===== config.mk =====
export PLATFORM = sky130hd
export DESIGN_NAME = wdt_seqarm
export DESIGN_NICKNAME = d
export VERILOG_FILES = /design/src/rtl/wdt_seqarm_pkg.sv /design/src/rtl/wdt_post_slot.sv /design/src/rtl/wdt_arm_seq.sv /design/src/rtl/wdt_tick_cnt.sv /design/src/rtl/wdt_seqarm.sv
export SDC_FILE = /design/constraint.sdc
export NUM_CORES = 1
export LEC_CHECK = 0
export ABC_AREA = 0
export BUFFER_PORTS_ARGS = -buffer_cell sky130_fd_sc_hd__buf_2
export CORE_MARGIN = 3
export CORE_UTILIZATION = 45
export CTS_CLUSTER_DIAMETER = 120
export CTS_CLUSTER_SIZE = 28
export DETAILED_ROUTE_END_ITERATION = 8
export RECOVER_POWER = 100
export SLEW_MARGIN = 20
export SYNTH_ARGS = -nofsm -noshare
export SYNTH_HDL_FRONTEND = slang
export SYNTH_SLANG_ARGS = --single-unit

===== constraint.sdc =====
create_clock -name clk -period 3 [get_ports clk]
set_input_delay 0.45 -clock clk [delete_from_list [all_inputs] [get_ports clk]]
set_output_delay 0.45 -clock clk [all_outputs]
set_load 0.1 [all_outputs]

===== src/rtl/wdt_seqarm_pkg.sv =====
package wdt_seqarm_pkg;

   localparam int unsigned DATA_W   = 32;
   localparam int unsigned NSLOT    = 4;

   // word addresses
   localparam int unsigned A_REV    = 0;
   localparam int unsigned A_CTRL   = 1;
   localparam int unsigned A_LOAD   = 2;
   localparam int unsigned A_COUNT  = 3;
   localparam int unsigned A_TRIG   = 4;
   localparam int unsigned A_ARM    = 5;
   localparam int unsigned A_PEND   = 6;

   // posting slot indices
   localparam int unsigned S_CTRL   = 0;
   localparam int unsigned S_LOAD   = 1;
   localparam int unsigned S_TRIG   = 2;
   localparam int unsigned S_ARM    = 3;

   // control field positions
   localparam int unsigned C_PRE_EN = 5;
   localparam int unsigned C_RAT_LO = 2;
   localparam int unsigned RATIO_W  = 3;

   // arm sequence words
   localparam logic [DATA_W-1:0] ARM_ON_A  = 32'h0000_BBBB;
   localparam logic [DATA_W-1:0] ARM_ON_B  = 32'h0000_4444;
   localparam logic [DATA_W-1:0] ARM_OFF_A = 32'h0000_AAAA;
   localparam logic [DATA_W-1:0] ARM_OFF_B = 32'h0000_5555;

   typedef enum logic [1:0] {
      SQ_IDLE,
      SQ_ON_HALF,
      SQ_OFF_HALF
   } seq_state_e;

   function automatic int unsigned slot_addr(input int unsigned s);
      case (s)
         S_CTRL:  return A_CTRL;
         S_LOAD:  return A_LOAD;
         S_TRIG:  return A_TRIG;
         default: return A_ARM;
      endcase
   endfunction

   function automatic int unsigned slot_pbit(input int unsigned s);
      case (s)
         S_CTRL:  return 0;
         S_LOAD:  return 2;
         S_TRIG:  return 3;
         default: return 4;
      endcase
   endfunction

endpackage


===== src/rtl/wdt_post_slot.sv =====
module wdt_post_slot #(
   parameter int unsigned DW  = 32,
   parameter int unsigned DLY = 3
) (
   input  logic          clk,
   input  logic          rst_n,
   input  logic          wr,
   input  logic [DW-1:0] wdata,
   output logic          pend,
   output logic          commit,
   output logic [DW-1:0] cdata
);
   localparam int unsigned DCW = $clog2(DLY + 1);

   logic [DCW-1:0] dly_q;
   logic [DW-1:0]  data_q;

   assign pend   = (dly_q != '0);
   assign commit = (dly_q == DCW'(1));
   assign cdata  = data_q;

   always_ff @(posedge clk or negedge rst_n) begin
      if (!rst_n) begin
         dly_q  <= '0;
         data_q <= '0;
      end else if (wr && !pend) begin
         dly_q  <= DCW'(DLY);
         data_q <= wdata;
      end else if (pend) begin
         dly_q  <= dly_q - 1'b1;
      end
   end
endmodule


===== src/rtl/wdt_arm_seq.sv =====
module wdt_arm_seq
   import wdt_seqarm_pkg::*;
(
   input  logic              clk,
   input  logic              rst_n,
   input  logic              commit,
   input  logic [DATA_W-1:0] word,
   output logic              armed,
   output logic [DATA_W-1:0] last_word
);
   seq_state_e st_q;

   always_ff @(posedge clk or negedge rst_n) begin
      if (!rst_n) begin
         st_q      <= SQ_IDLE;
         armed     <= 1'b0;
         last_word <= '0;
      end else if (commit) begin
         last_word <= word;
         case (st_q)
            SQ_IDLE: begin
               if (word == ARM_ON_A)       st_q <= SQ_ON_HALF;
               else if (word == ARM_OFF_A) st_q <= SQ_OFF_HALF;
            end
            SQ_ON_HALF: begin
               if (word == ARM_ON_B) armed <= 1'b1;
               st_q <= SQ_IDLE;
            end
            SQ_OFF_HALF: begin
               if (word == ARM_OFF_B) armed <= 1'b0;
               st_q <= SQ_IDLE;
            end
            default: st_q <= SQ_IDLE;
         endcase
      end
   end
endmodule


===== src/rtl/wdt_tick_cnt.sv =====
module wdt_tick_cnt #(
   parameter int unsigned CNT_W   = 32,
   parameter int unsigned RATIO_W = 3,
   parameter bit          HAS_PRE = 1'b1
) (
   input  logic               clk,
   input  logic               rst_n,
   input  logic               armed,
   input  logic               tick,
   input  logic               pre_en,
   input  logic [RATIO_W-1:0] ratio,
   input  logic               reload,
   input  logic [CNT_W-1:0]   reload_val,
   output logic [CNT_W-1:0]   cnt,
   output logic               wrap
);
   localparam int unsigned PRE_W = (1 << RATIO_W) - 1;

   logic adv;

   generate
      if (HAS_PRE) begin : g_pre
         logic [PRE_W-1:0] pre_q;
         logic [PRE_W-1:0] lim;
         logic             hit;

         assign lim = (PRE_W'(1) << ratio) - PRE_W'(1);
         assign hit = !pre_en || (pre_q == lim);
         assign adv = armed && tick && hit;

         always_ff @(posedge clk or negedge rst_n) begin
            if (!rst_n)                pre_q <= '0;
            else if (reload || !armed) pre_q <= '0;
            else if (tick)             pre_q <= hit ? '0 : pre_q + 1'b1;
         end
      end else begin : g_nopre
         assign adv = armed && tick;
      end
   endgenerate

   assign wrap = adv && !reload && (&cnt);

   always_ff @(posedge clk or negedge rst_n) begin
      if (!rst_n)      cnt <= '0;
      else if (reload) cnt <= reload_val;
      else if (adv)    cnt <= cnt + 1'b1;
   end
endmodule


===== src/rtl/wdt_seqarm.sv =====
module wdt_seqarm
   import wdt_seqarm_pkg::*;
#(
   parameter int unsigned CNT_W    = 32,
   parameter int unsigned SYNC_DLY = 3,
   parameter int unsigned ADDR_W   = 3,
   parameter logic [7:0]  REV_CODE = 8'h21,
   parameter bit          HAS_PRE  = 1'b1
) (
   input  logic              clk,
   input  logic              rst_n,
   input  logic              tick_en,
   input  logic              bus_we,
   input  logic [ADDR_W-1:0] bus_addr,
   input  logic [31:0]       bus_wdata,
   output logic [31:0]       bus_rdata,
   output logic              wdog_rst,
   output logic              rst_cause
);
   generate
      if (CNT_W < 8 || CNT_W > DATA_W) begin : g_bad_cnt
         $error("wdt_seqarm: CNT_W must lie in 8..32");
      end
      if (SYNC_DLY < 1 || SYNC_DLY > 15) begin : g_bad_dly
         $error("wdt_seqarm: SYNC_DLY must lie in 1..15");
      end
      if (ADDR_W < 3) begin : g_bad_addr
         $error("wdt_seqarm: ADDR_W must be at least 3");
      end
   endgenerate

   logic              slot_wr [NSLOT];
   logic              pend    [NSLOT];
   logic              commit  [NSLOT];
   logic [DATA_W-1:0] cdata   [NSLOT];

   genvar gs;
   generate
      for (gs = 0; gs < NSLOT; gs++) begin : g_slot
         assign slot_wr[gs] = bus_we && (bus_addr == ADDR_W'(slot_addr(gs)));
         wdt_post_slot #(.DW(DATA_W), .DLY(SYNC_DLY)) u_slot (
            .clk    (clk),
            .rst_n  (rst_n),
            .wr     (slot_wr[gs]),
            .wdata  (bus_wdata),
            .pend   (pend[gs]),
            .commit (commit[gs]),
            .cdata  (cdata[gs])
         );
      end
   endgenerate

   logic              armed;
   logic [DATA_W-1:0] arm_last;

   wdt_arm_seq u_seq (
      .clk       (clk),
      .rst_n     (rst_n),
      .commit    (commit[S_ARM]),
      .word      (cdata[S_ARM]),
      .armed     (armed),
      .last_word (arm_last)
   );

   logic [DATA_W-1:0] ctrl_q, load_q, trig_q;
   logic              reload;

   assign reload = commit[S_TRIG] && (cdata[S_TRIG] != trig_q);

   always_ff @(posedge clk or negedge rst_n) begin
      if (!rst_n) begin
         ctrl_q <= '0;
         load_q <= '0;
         trig_q <= '0;
      end else begin
         if (commit[S_CTRL] && !armed) ctrl_q <= cdata[S_CTRL];
         if (commit[S_LOAD] && !armed) load_q <= cdata[S_LOAD];
         if (reload)                   trig_q <= cdata[S_TRIG];
      end
   end

   logic [CNT_W-1:0] cnt_q;
   logic             wrap;

   wdt_tick_cnt #(.CNT_W(CNT_W), .RATIO_W(RATIO_W), .HAS_PRE(HAS_PRE)) u_cnt (
      .clk        (clk),
      .rst_n      (rst_n),
      .armed      (armed),
      .tick       (tick_en),
      .pre_en     (ctrl_q[C_PRE_EN]),
      .ratio      (ctrl_q[C_RAT_LO +: RATIO_W]),
      .reload     (reload),
      .reload_val (load_q[CNT_W-1:0]),
      .cnt        (cnt_q),
      .wrap       (wrap)
   );

   always_ff @(posedge clk or negedge rst_n) begin
      if (!rst_n) begin
         wdog_rst  <= 1'b0;
         rst_cause <= 1'b0;
      end else begin
         wdog_rst  <= wrap;
         rst_cause <= rst_cause | wrap;
      end
   end

   logic [DATA_W-1:0] pend_word;

   always_comb begin
      pend_word = '0;
      for (int s = 0; s < NSLOT; s++) pend_word[slot_pbit(s)] = pend[s];
   end

   always_comb begin
      case (bus_addr)
         ADDR_W'(A_REV):   bus_rdata = {24'h0, REV_CODE};
         ADDR_W'(A_CTRL):  bus_rdata = ctrl_q;
         ADDR_W'(A_LOAD):  bus_rdata = load_q;
         ADDR_W'(A_COUNT): bus_rdata = DATA_W'(cnt_q);
         ADDR_W'(A_TRIG):  bus_rdata = trig_q;
         ADDR_W'(A_ARM):   bus_rdata = arm_last;
         ADDR_W'(A_PEND):  bus_rdata = pend_word;
         default:          bus_rdata = '0;
      endcase
   end
endmodule


==> flow_summary.json, run 1 <==
{
  "place_area_sq_um": 15970,
  "place_congestion": 0.8591,
  "hpwl_mm": 25.43,
  "synth_cell_types": 54,
  "cts_tree": "done",
  "area_growth_syn_to_layout_pct": 13.13,
  "yosysSeqAreaShare": 0.5382,
  "synth_ff_type": "dfrtp_1",
  "status": "finished, violations left",
  "syn_avg_cell_area_sq_um": 12.14,
  "cts.sinks": 308,
  "rr_worst_depth": 9,
  "diodes": 0,
  "clock_skew_ns": 0.01966,
  "antenna_found_initial": 0,
  "drive_gt1_frac": 0.3183,
  "syn_inst": 1180,
  "max_freq_mhz": 337.5,
  "syn_nets": 1233,
  "dieArea_sq_um": 34000,
  "cap_viol_max_count": 3,
  "cts_buffers": 14,
  "start_util": 0.4621,
  "clkPwrFrac": 0.134,
  "critPathLaunch": "bus_addr[2]",
  "setup_viol": 0,
  "internal_power_uw": 10180,
  "final_common_cell": "dfrtp_1",
  "wl_mm": 37.25,
  "setup.worst_path.class": "input port to output pin",
  "reg2reg_from": "ctrl_q[4]",
  "drtPass1Iterations": 5,
  "cp-start-kind": "input port",
  "cts_htree_levels": 1,
  "design_area_sq_um": 16200,
  "avgViaCountPerCell": 5.953,
  "path_cells": "buf_2 -> inv_1 -> nor3_2 -> clkbuf_1 -> nand2_1 -> o21ai_0 -> a221o_1 -> buf_12",
  "min_from": "bus_wdata[8]",
  "gr-total-overflow": 0,
  "violations": "max-capacitance violations, max-slew violations",
  "power.switching_uw": 6325,
  "routedWlPerCell_microns": 22.71,
  "place.port_buffers": 72,
  "nFillCells": 2780,
  "grt_pass1_vias": 9677,
  "cp-end-kind": "output pin",
  "setup_tns_ns": 0,
  "drv_slew": 119,
  "clockBufferDepth": 3,
  "worstPathArrival_ns": 2.51,
  "grt_max_degree": 85,
  "timing.final.ws_setup_ns": 0.03692,
  "combPwrFrac": 0.415,
  "io_pins": 73,
  "grt_pass1_wl_mm": 57.52,
  "seqPwrFrac": 0.451,
  "synth-async-reset-ratio": 1.000,
  "fin_crit_sh": 0.9877,
  "period_needed_ns": 2.963,
  "fin_nets": 1298,
  "powerDensity_nw_per_um2": 1019,
  "core_sq_um": 30990,
  "synth_edf_count": 0,
  "swShare": 0.3833,
  "ys_ff_latch": 308,
  "finalHoldViolCount": 0,
  "finalPower_uw": 16500,
  "final_cell_mix": "dfrtp_1 (308), mux2_2 (256), nor2_1 (71)",
  "clk_pin_slew_ns": 0.11,
  "rows": 64,
  "hold_slack_ns": 0.2066,
  "path_max_fanout": 15,
  "antenna_left": 0,
  "pre_cts_ws_ns": 0.01545,
  "first_iter_violations": 554,
  "die_h_microns": 184.4,
  "worst_ir_drop_vdd_v": 0.0004284,
  "yosysWarnings": 0,
  "synthesis.area_sq_um": 14320,
  "slowest_delay_ns": 0.74,
  "track_usage": 0.2186,
  "hold_class": "input port to register",
  "p_leak_uw": 0.007274,
  "hold_depth": 2,
  "slowest_stage": "clkbuf_1",
  "die_w_microns": 184.4,
  "vias": 9763,
  "drcViolationCount": 0,
  "insertion_delay_ns": 0.51,
  "worstMarginPinSlew_ns": 2.297,
  "clock-root-buffer": "clkbuf_16",
  "max_slew_margin": -0.5311,
  "required_ns": 2.55,
  "rsz0062_at_grt": "yes"
}
synth_stat cells (4+ instances only):
library cell | n | share of area
a31oi_1 | 33 | 0.014
buf_2 | 4 | 0.0014
nand4_1 | 13 | 0.0057
nand2b_1 | 4 | 0.0017
or3_1 | 17 | 0.0074
and3_1 | 9 | 0.0039
a221oi_1 | 18 | 0.011
and4_1 | 4 | 0.0024
nand4b_1 | 4 | 0.0024
dfrtp_1 | 308 | 0.54
nand3_1 | 22 | 0.0077
or4_1 | 14 | 0.0073
inv_1 | 23 | 0.0060
nor3_1 | 5 | 0.0017
mux2_2 | 256 | 0.20
xnor2_1 | 5 | 0.0031
ha_1 | 14 | 0.012
nor2b_1 | 7 | 0.0031
nand2_1 | 55 | 0.014
xor2_1 | 35 | 0.021
nor4_1 | 13 | 0.0057
a221o_1 | 14 | 0.0098
a21oi_1 | 43 | 0.015
buf_1 | 13 | 0.0034
clkbuf_1 | 54 | 0.014
nor2_1 | 71 | 0.019
mux2i_1 | 32 | 0.022
o21ai_0 | 29 | 0.010
o31ai_1 | 15 | 0.0079
o21ai_1 | 10 | 0.0035
or4b_1 | 4 | 0.0028
per-layer routing:
metal / global-route usage / up-vias / routed length, microns
li1: - / 4433 / -
met1: 0.3124 / 5107 / 17370
met2: 0.3640 / 190 / 17970
met3: 0.02467 / 33 / 1372
met4: 0.04445 / 0 / 546
met5: 0 / - / 0
timing repair:
item / CTS / global route
hold buffers: 1 / 0
setup endpoints to repair: 1 / 15
buffers inserted: 0 / 4
gates cloned: 0 / 2
resized for setup: 1 / 6
pin swaps: 0 / 3
hold endpoints to repair: 75 / 0
power by group through the flow:
| stage | combinational (uW) | sequential, uW | clock [uW] |
|---|---|---|---|
| floorplan | 4940 | 6990 | 0 |
| global placement | 6570 | 7450 | 0 |
| detailed placement | 6730 | 7520 | 0 |
| CTS | 6770 | 7440 | 2270 |
| global route | 7380 | 7700 | 2420 |
| finish | 6850 | 7450 | 2210 |
area by class of cell:
cell class              instances  area, sq um  area share
clock buffers                  15        375.4     0.02317
inverters                      23        86.33    0.005329
multi-input cells             776         6312      0.3896
flip-flops and latches        308         7707      0.4758
well taps                     396        495.5     0.03058
repair buffers                122         1224     0.07553
registers in the layout, indices dropped and copies added (netlist names), 7 cells and up:
register / cells
load_q: 32
g_slot.u_slot.cdata: 128
u_cnt.cnt: 32
ctrl_q: 32
trig_q: 32
u_cnt.g_pre.pre_q: 7
u_seq.last_word: 32
g_slot.u_slot.dly_q: 8
critical path: cells and delay by family:
| kind | cells | cell delay, ns |
|---|---|---|
| buffers and inverters | 4 | 1.43 |
| and+or+nand+nor | 2 | 0.25 |
| AOI/OAI and AO/OA | 2 | 0.38 |
final timing paths:
path	slack, ns	end
setup / recovery	0.04	bus_rdata[21]
hold / removal	0.21	g_slot[1].u_slot.cdata[8]
setup reg to reg	0.07	u_cnt.cnt[18]
hold reg to reg	0.50	ctrl_q[26]
max in group asynchronous	0.41	trig_q[25]
min in group asynchronous	1.16	u_cnt.g_pre.pre_q[1]
per-stage QoR:
stage | utilization | cells
after global routing | 0.5228 | 1640
after detailed placement | 0.5153 | 1618
after CTS | 0.5279 | 1634
final | 0.5228 | 1640
after global placement | 0.5153 | 1618
after floorplan | - | 1180
logic make-up (layout without fill, tap and decap cells):
logic type | after synthesis | count (layout) | synth area share
compound gates | 179 | 179 | 0.08196
xor+xnor | 40 | 40 | 0.02446
fa+ha+maj | 14 | 14 | 0.01223
buf+inv | 96 | 160 | 0.02656
flops | 308 | 308 | 0.5382
mux | 289 | 289 | 0.2245
simple gates | 254 | 254 | 0.09209
No activity file was read; power rests on OpenSTA's default activity.
==> run 2: changes to the inputs <==
Settings changed: CORE_MARGIN 3 to not set.
==> run 2 against run 1 <==
Effect of this change:
- the flow still finishes with violations (max-capacitance violations, max-slew violations)
- combinational power is 3.5% lower
- utilization fell by 0.48 points
- flip-flop and latch count unchanged
- highest routed layer unchanged
- critical endpoint is now u_cnt.cnt[26]
- via count is 0.46% lower
- sequential power is essentially flat
- final area shrank 1.2%
- critical path depth grew 2
- register-to-register slack hardly changed
- count of clock-buffer cells in the layout is the same
- hold slack gained 0.012 ns
==> flow_summary.json, run 2 (synthesis results as in run 1) <==
{
  "status": "finished, violations left",
  "violations": "max-capacitance violations, max-slew violations",
  "vias": 9718,
  "finalPower_uw": 16250,
  "final_common_cell": "dfrtp_1",
  "cts.sinks": 308,
  "diodes": 0,
  "path_max_fanout": 31,
  "nFillCells": 2710,
  "slowest_stage": "or4b_4",
  "insertion_delay_ns": 0.51,
  "fin_crit_sh": 0.9754,
  "slowest_delay_ns": 0.53,
  "path_cells": "or3_4 -> ha_4 -> or4b_4 -> o211ai_2 -> mux2_4 -> o221ai_4 -> buf_12 -> buf_4 -> or3_1 -> a31oi_1",
  "min_from": "bus_wdata[28]",
  "grt_pass1_vias": 9714,
  "fin_nets": 1298,
  "drv_slew": 72,
  "io_pins": 73,
  "start_util": 0.4633,
  "max_slew_margin": -0.3378,
  "area_growth_syn_to_layout_pct": 11.80,
  "wl_mm": 37.59,
  "rrSetupSlack_ns": 0.07,
  "pre_cts_ws_ns": 0.05683,
  "place_congestion": 0.8399,
  "hold_depth": 2,
  "antenna_found_initial": 0,
  "routedWlPerCell_microns": 22.92,
  "finalHoldViolCount": 0,
  "hpwl_mm": 25.66,
  "first_iter_violations": 701,
  "max_freq_mhz": 341.7,
  "avgViaCountPerCell": 5.926,
  "place.port_buffers": 72,
  "die_h_microns": 180.4,
  "clock_skew_ns": 0.02908,
  "rsz0062_at_grt": "yes",
  "clk_pin_slew_ns": 0.11,
  "p_leak_uw": 0.007218,
  "gr-total-overflow": 0,
  "setup_viol": 0,
  "hold_slack_ns": 0.2190,
  "worstMarginPinSlew_ns": 2.007,
  "final_cell_mix": "dfrtp_1 (308), mux2_2 (256), nor2_1 (71)",
  "hold_path_end": "g_slot[3].u_slot.cdata[28]",
  "cts_buffers": 14,
  "period_needed_ns": 2.926,
  "clock-root-buffer": "clkbuf_16",
  "core_sq_um": 30910,
  "finish.utilization": 0.5179,
  "cp-end-kind": "register",
  "drcViolationCount": 0,
  "timing.final.ws_setup_ns": 0.07373,
  "reg2reg_from": "ctrl_q[2]",
  "r2r_end": "u_cnt.cnt[26]",
  "worstPathArrival_ns": 3.36,
  "drtPass1Iterations": 5,
  "hold_class": "input port to register",
  "cts_tree": "done",
  "worst_ir_drop_vdd_v": 0.0004485,
  "cap_viol_max_count": 1,
  "grt_max_degree": 77,
  "drive_gt1_frac": 0.3264,
  "grt_pass1_wl_mm": 58.89,
  "antenna_left": 0,
  "largest_register_ffs": 128,
  "setup.worst_path.class": "register to register",
  "clockBufferDepth": 3,
  "track_usage": 0.2347,
  "rows": 64,
  "die_w_microns": 180.4,
  "dieArea_sq_um": 32540,
  "cp-start-kind": "register",
  "rr_worst_depth": 10,
  "required_ns": 3.44,
  "cts_htree_levels": 1,
  "powerDensity_nw_per_um2": 1015
}
## run 2: report_power, final
group | internal (uW) | switching [uW] | leakage (uW) | total, uW
sequential | 6000 | 1450 | 0.00391 | 7440
clock | 905 | 1290 | 0.000185 | 2200
combinational | 3120 | 3490 | 0.00312 | 6610
## run 2: worst max-delay path by stage
stage                          endpoint  cells after the start  slack, ns       from
after CTS                 u_cnt.cnt[15]                     10       0.02  ctrl_q[2]
after global routing      u_cnt.cnt[14]                      9      -0.01  ctrl_q[4]
after global placement    u_cnt.cnt[20]                     10       0.11  ctrl_q[4]
after floorplan           u_cnt.cnt[17]                     11      0.001  ctrl_q[2]
after detailed placement  u_cnt.cnt[26]                     11       0.06  ctrl_q[2]
final                     u_cnt.cnt[26]                     10       0.07  ctrl_q[2]
## run 2: area by class of cell
cell class                 count  area [sq um]  share of cell area
clock buffer                  15         375.4             0.02345
inverter                      23         86.33            0.005393
tap                          396         495.5             0.03095
timing repair buffer         122          1016             0.06346
multi-input combinational    776          6329              0.3953
sequential                   308          7707              0.4814
## run 2: repair_timing
action,in CTS,in global routing
setup buffers,0,3
hold endpoints to repair,65,0
hold buffers,1,0
endpoints found under the setup margin,0,20
gates resized for setup,0,5
## run 2: routing by layer
layer	share of wire	vias to the layer above	global-route usage
li1	-	4417	-
met1	0.47	5047	0.3406
met2	0.47	202	0.3802
met3	0.034	52	0.02162
met4	0.023	0	0.05675
met5	0	-	0
## run 2: worst max-delay path: cells and delay by family, from the launching register on
kind	cells	cell delay (ns)
flip-flops	1	0.40
AND/OR/NAND/NOR	3	1.29
buffers and inverters	2	0.39
multiplexers	1	0.19
AO/OA/AOI/OAI	3	0.40
adder cells (fa/ha/maj)	1	0.17
## run 2: per-stage QoR
step / instance area, sq um / instances / TNS (ns)
floorplan: 14440 / 1180 / 0
global placement: 15970 / 1620 / 0
detailed placement: 15970 / 1620 / 0
CTS: 16360 / 1636 / 0
global route: 16010 / 1640 / -0.01313
finish: 16010 / 1640 / 0
==> run 3: changes to the inputs <==
Settings changed: RECOVER_POWER 100 to 50.
==> run 3 against run 2 <==
Effect of this change:
- the run still ends with max-capacitance violations, max-slew violations left
- via count increased by 0.11%
- cell count unchanged
- global-route usage unchanged
- sequential share of layout area decreased by 1.1 points
- combinational power increased by 4.1%
- utilization increased by 1.2 points
- wire length increased by 0.23%
- die area unchanged
- critical path type unchanged
- largest power group unchanged
- highest routed layer unchanged
==> flow_summary.json, run 3 (synthesis results as in run 1) <==
{
  "status": "finished, violations left",
  "violations": "max-capacitance violations, max-slew violations",
  "internal_power_uw": 10230,
  "place_congestion": 0.8399,
  "first_iter_violations": 692,
  "grt_pass1_wl_mm": 58.89,
  "drcViolationCount": 0,
  "hold_path_end": "g_slot[3].u_slot.cdata[28]",
  "antenna_left": 0,
  "cts_tree": "done",
  "start_util": 0.4633,
  "track_usage": 0.2347,
  "io_pins": 73,
  "rrSetupSlack_ns": 0.07,
  "largest_register_ffs": 128,
  "place.port_buffers": 72,
  "period_needed_ns": 2.931,
  "final_cell_mix": "dfrtp_1 (308), mux2_2 (256), nor2_1 (71)",
  "area_growth_syn_to_layout_pct": 14.48,
  "antenna_found_initial": 0,
  "hold_depth": 2,
  "finalHoldViolCount": 0,
  "fin_crit_sh": 0.9771,
  "dr_wl_met3_mm": 1.280,
  "drtPass1Iterations": 8,
  "critPathLaunch": "ctrl_q[2]",
  "diodes": 0,
  "cts_htree_levels": 1,
  "drive_gt1_frac": 0.3416,
  "hold_class": "input port to register",
  "grt_max_degree": 77,
  "worstPathArrival_ns": 3.37,
  "avgViaCountPerCell": 5.932,
  "gr-total-overflow": 0,
  "vias": 9729,
  "powerDensity_nw_per_um2": 1008,
  "routedWlPerCell_microns": 22.97,
  "cts_buffers": 14,
  "cts.sinks": 308,
  "power.switching_uw": 6292,
  "combPwrFrac": 0.416,
  "required_ns": 3.44,
  "rsz0062_at_grt": "yes",
  "wl_met1_mm": 17.76,
  "met2RoutedLength_mm": 17.78,
  "insertion_delay_ns": 0.51,
  "max_freq_mhz": 341.1,
  "finalPower_uw": 16520,
  "setup_viol": 0,
  "worstMarginPinSlew_ns": 2.034,
  "fin_nets": 1298,
  "cap_viol_max_count": 1,
  "final_common_cell": "dfrtp_1",
  "cp-end-kind": "register",
  "core_sq_um": 30910,
  "wl_mm": 37.68,
  "hpwl_mm": 25.66,
  "r2r_end": "u_cnt.cnt[26]",
  "min_from": "bus_wdata[28]",
  "drv_slew": 72,
  "layout.cells.non_filler": 1640,
  "clock-root-buffer": "clkbuf_16",
  "die_h_microns": 180.4,
  "clkPwrFrac": 0.133,
  "p_leak_uw": 0.007338,
  "dpl.cell_count": 1620,
  "cp-start-kind": "register",
  "nFillCells": 2660,
  "path_max_fanout": 31,
  "grt_pass1_vias": 9714,
  "clock_skew_ns": 0.02877,
  "worst_ir_drop_vdd_v": 0.0004525,
  "clk_pin_slew_ns": 0.11,
  "setup.worst_path.class": "register to register",
  "die_w_microns": 180.4,
  "top_layer_used": "met4",
  "clockBufferDepth": 3,
  "reg2reg_from": "ctrl_q[2]",
  "seqPwrFrac": 0.451,
  "max_slew_margin": -0.3563,
  "rows": 64,
  "rr_worst_depth": 10,
  "swShare": 0.3809,
  "dieArea_sq_um": 32540
}
## run 3: cell count changes in the layout (fill, tap and decap cells not counted), sizes merged
cell | before | now
buf | 85 | 113
clkbuf | 51 | 23
## run 3: worst max-delay path, cell delays in order, from the launching register on
cell and delay [ns]:
dfrtp_1 0.40, or3_4 0.41, ha_4 0.17, or4b_4 0.53
o211ai_2 0.08, mux2_4 0.19, o221ai_4 0.14, buf_12 0.22
buf_4 0.17, or3_1 0.35, a31oi_1 0.18
## run 3: power by group through the flow
stage	Clock, uW	Combinational (uW)	Sequential, uW
after floorplan	0	4940	6990
after global placement	0	6620	7450
after detailed placement	0	6760	7510
after CTS	2270	6770	7430
after global routing	2410	7420	7700
final	2200	6880	7450
## run 3: metal layers
layer,global-route usage,up-vias
li1,-,4417
met1,0.3406,5064
met2,0.3802,197
met3,0.02162,51
met4,0.05675,0
met5,0,-
## run 3: worst max-delay path by stage
stage	endpoint	slack [ns]	cells past startpoint
after floorplan	u_cnt.cnt[17]	0.001	11
final	u_cnt.cnt[26]	0.07	10
after global routing	u_cnt.cnt[14]	-0.01	9
after CTS	u_cnt.cnt[15]	0.02	10
after detailed placement	u_cnt.cnt[26]	0.06	11
after global placement	u_cnt.cnt[20]	0.11	10
## run 3: final cells by class
cell class                 count  area [sq um]  share of cell area
sequential                   308          7707              0.4702
multi-input combinational    776          6401              0.3905
timing repair buffer         122          1328             0.08098
tap                          396         495.5             0.03022
clock buffer                  15         375.4             0.02290
inverter                      23         86.33            0.005266
## run 3: timing repair
action	4_1_cts	5_1_grt
resized for setup	0	5
hold buffers	1	0
hold endpoints to repair	65	0
buffers inserted	0	3
endpoints found under the setup margin	0	20
## run 3: through the flow
step             util  hold slack [ns]  cell area [sq um]   TNS, ns  worst slack [ns]
2_1_floorplan       -           0.1544              14440         0          0.001352
3_3_place_gp   0.5167           0.4605              15970         0            0.1130
3_5_place_dp   0.5167           0.4650              15970         0           0.05683
4_1_cts        0.5291           0.2014              16360         0           0.01899
5_1_grt        0.5304           0.2086              16390  -0.01455          -0.01010
6_report       0.5304           0.2201              16390         0           0.06873
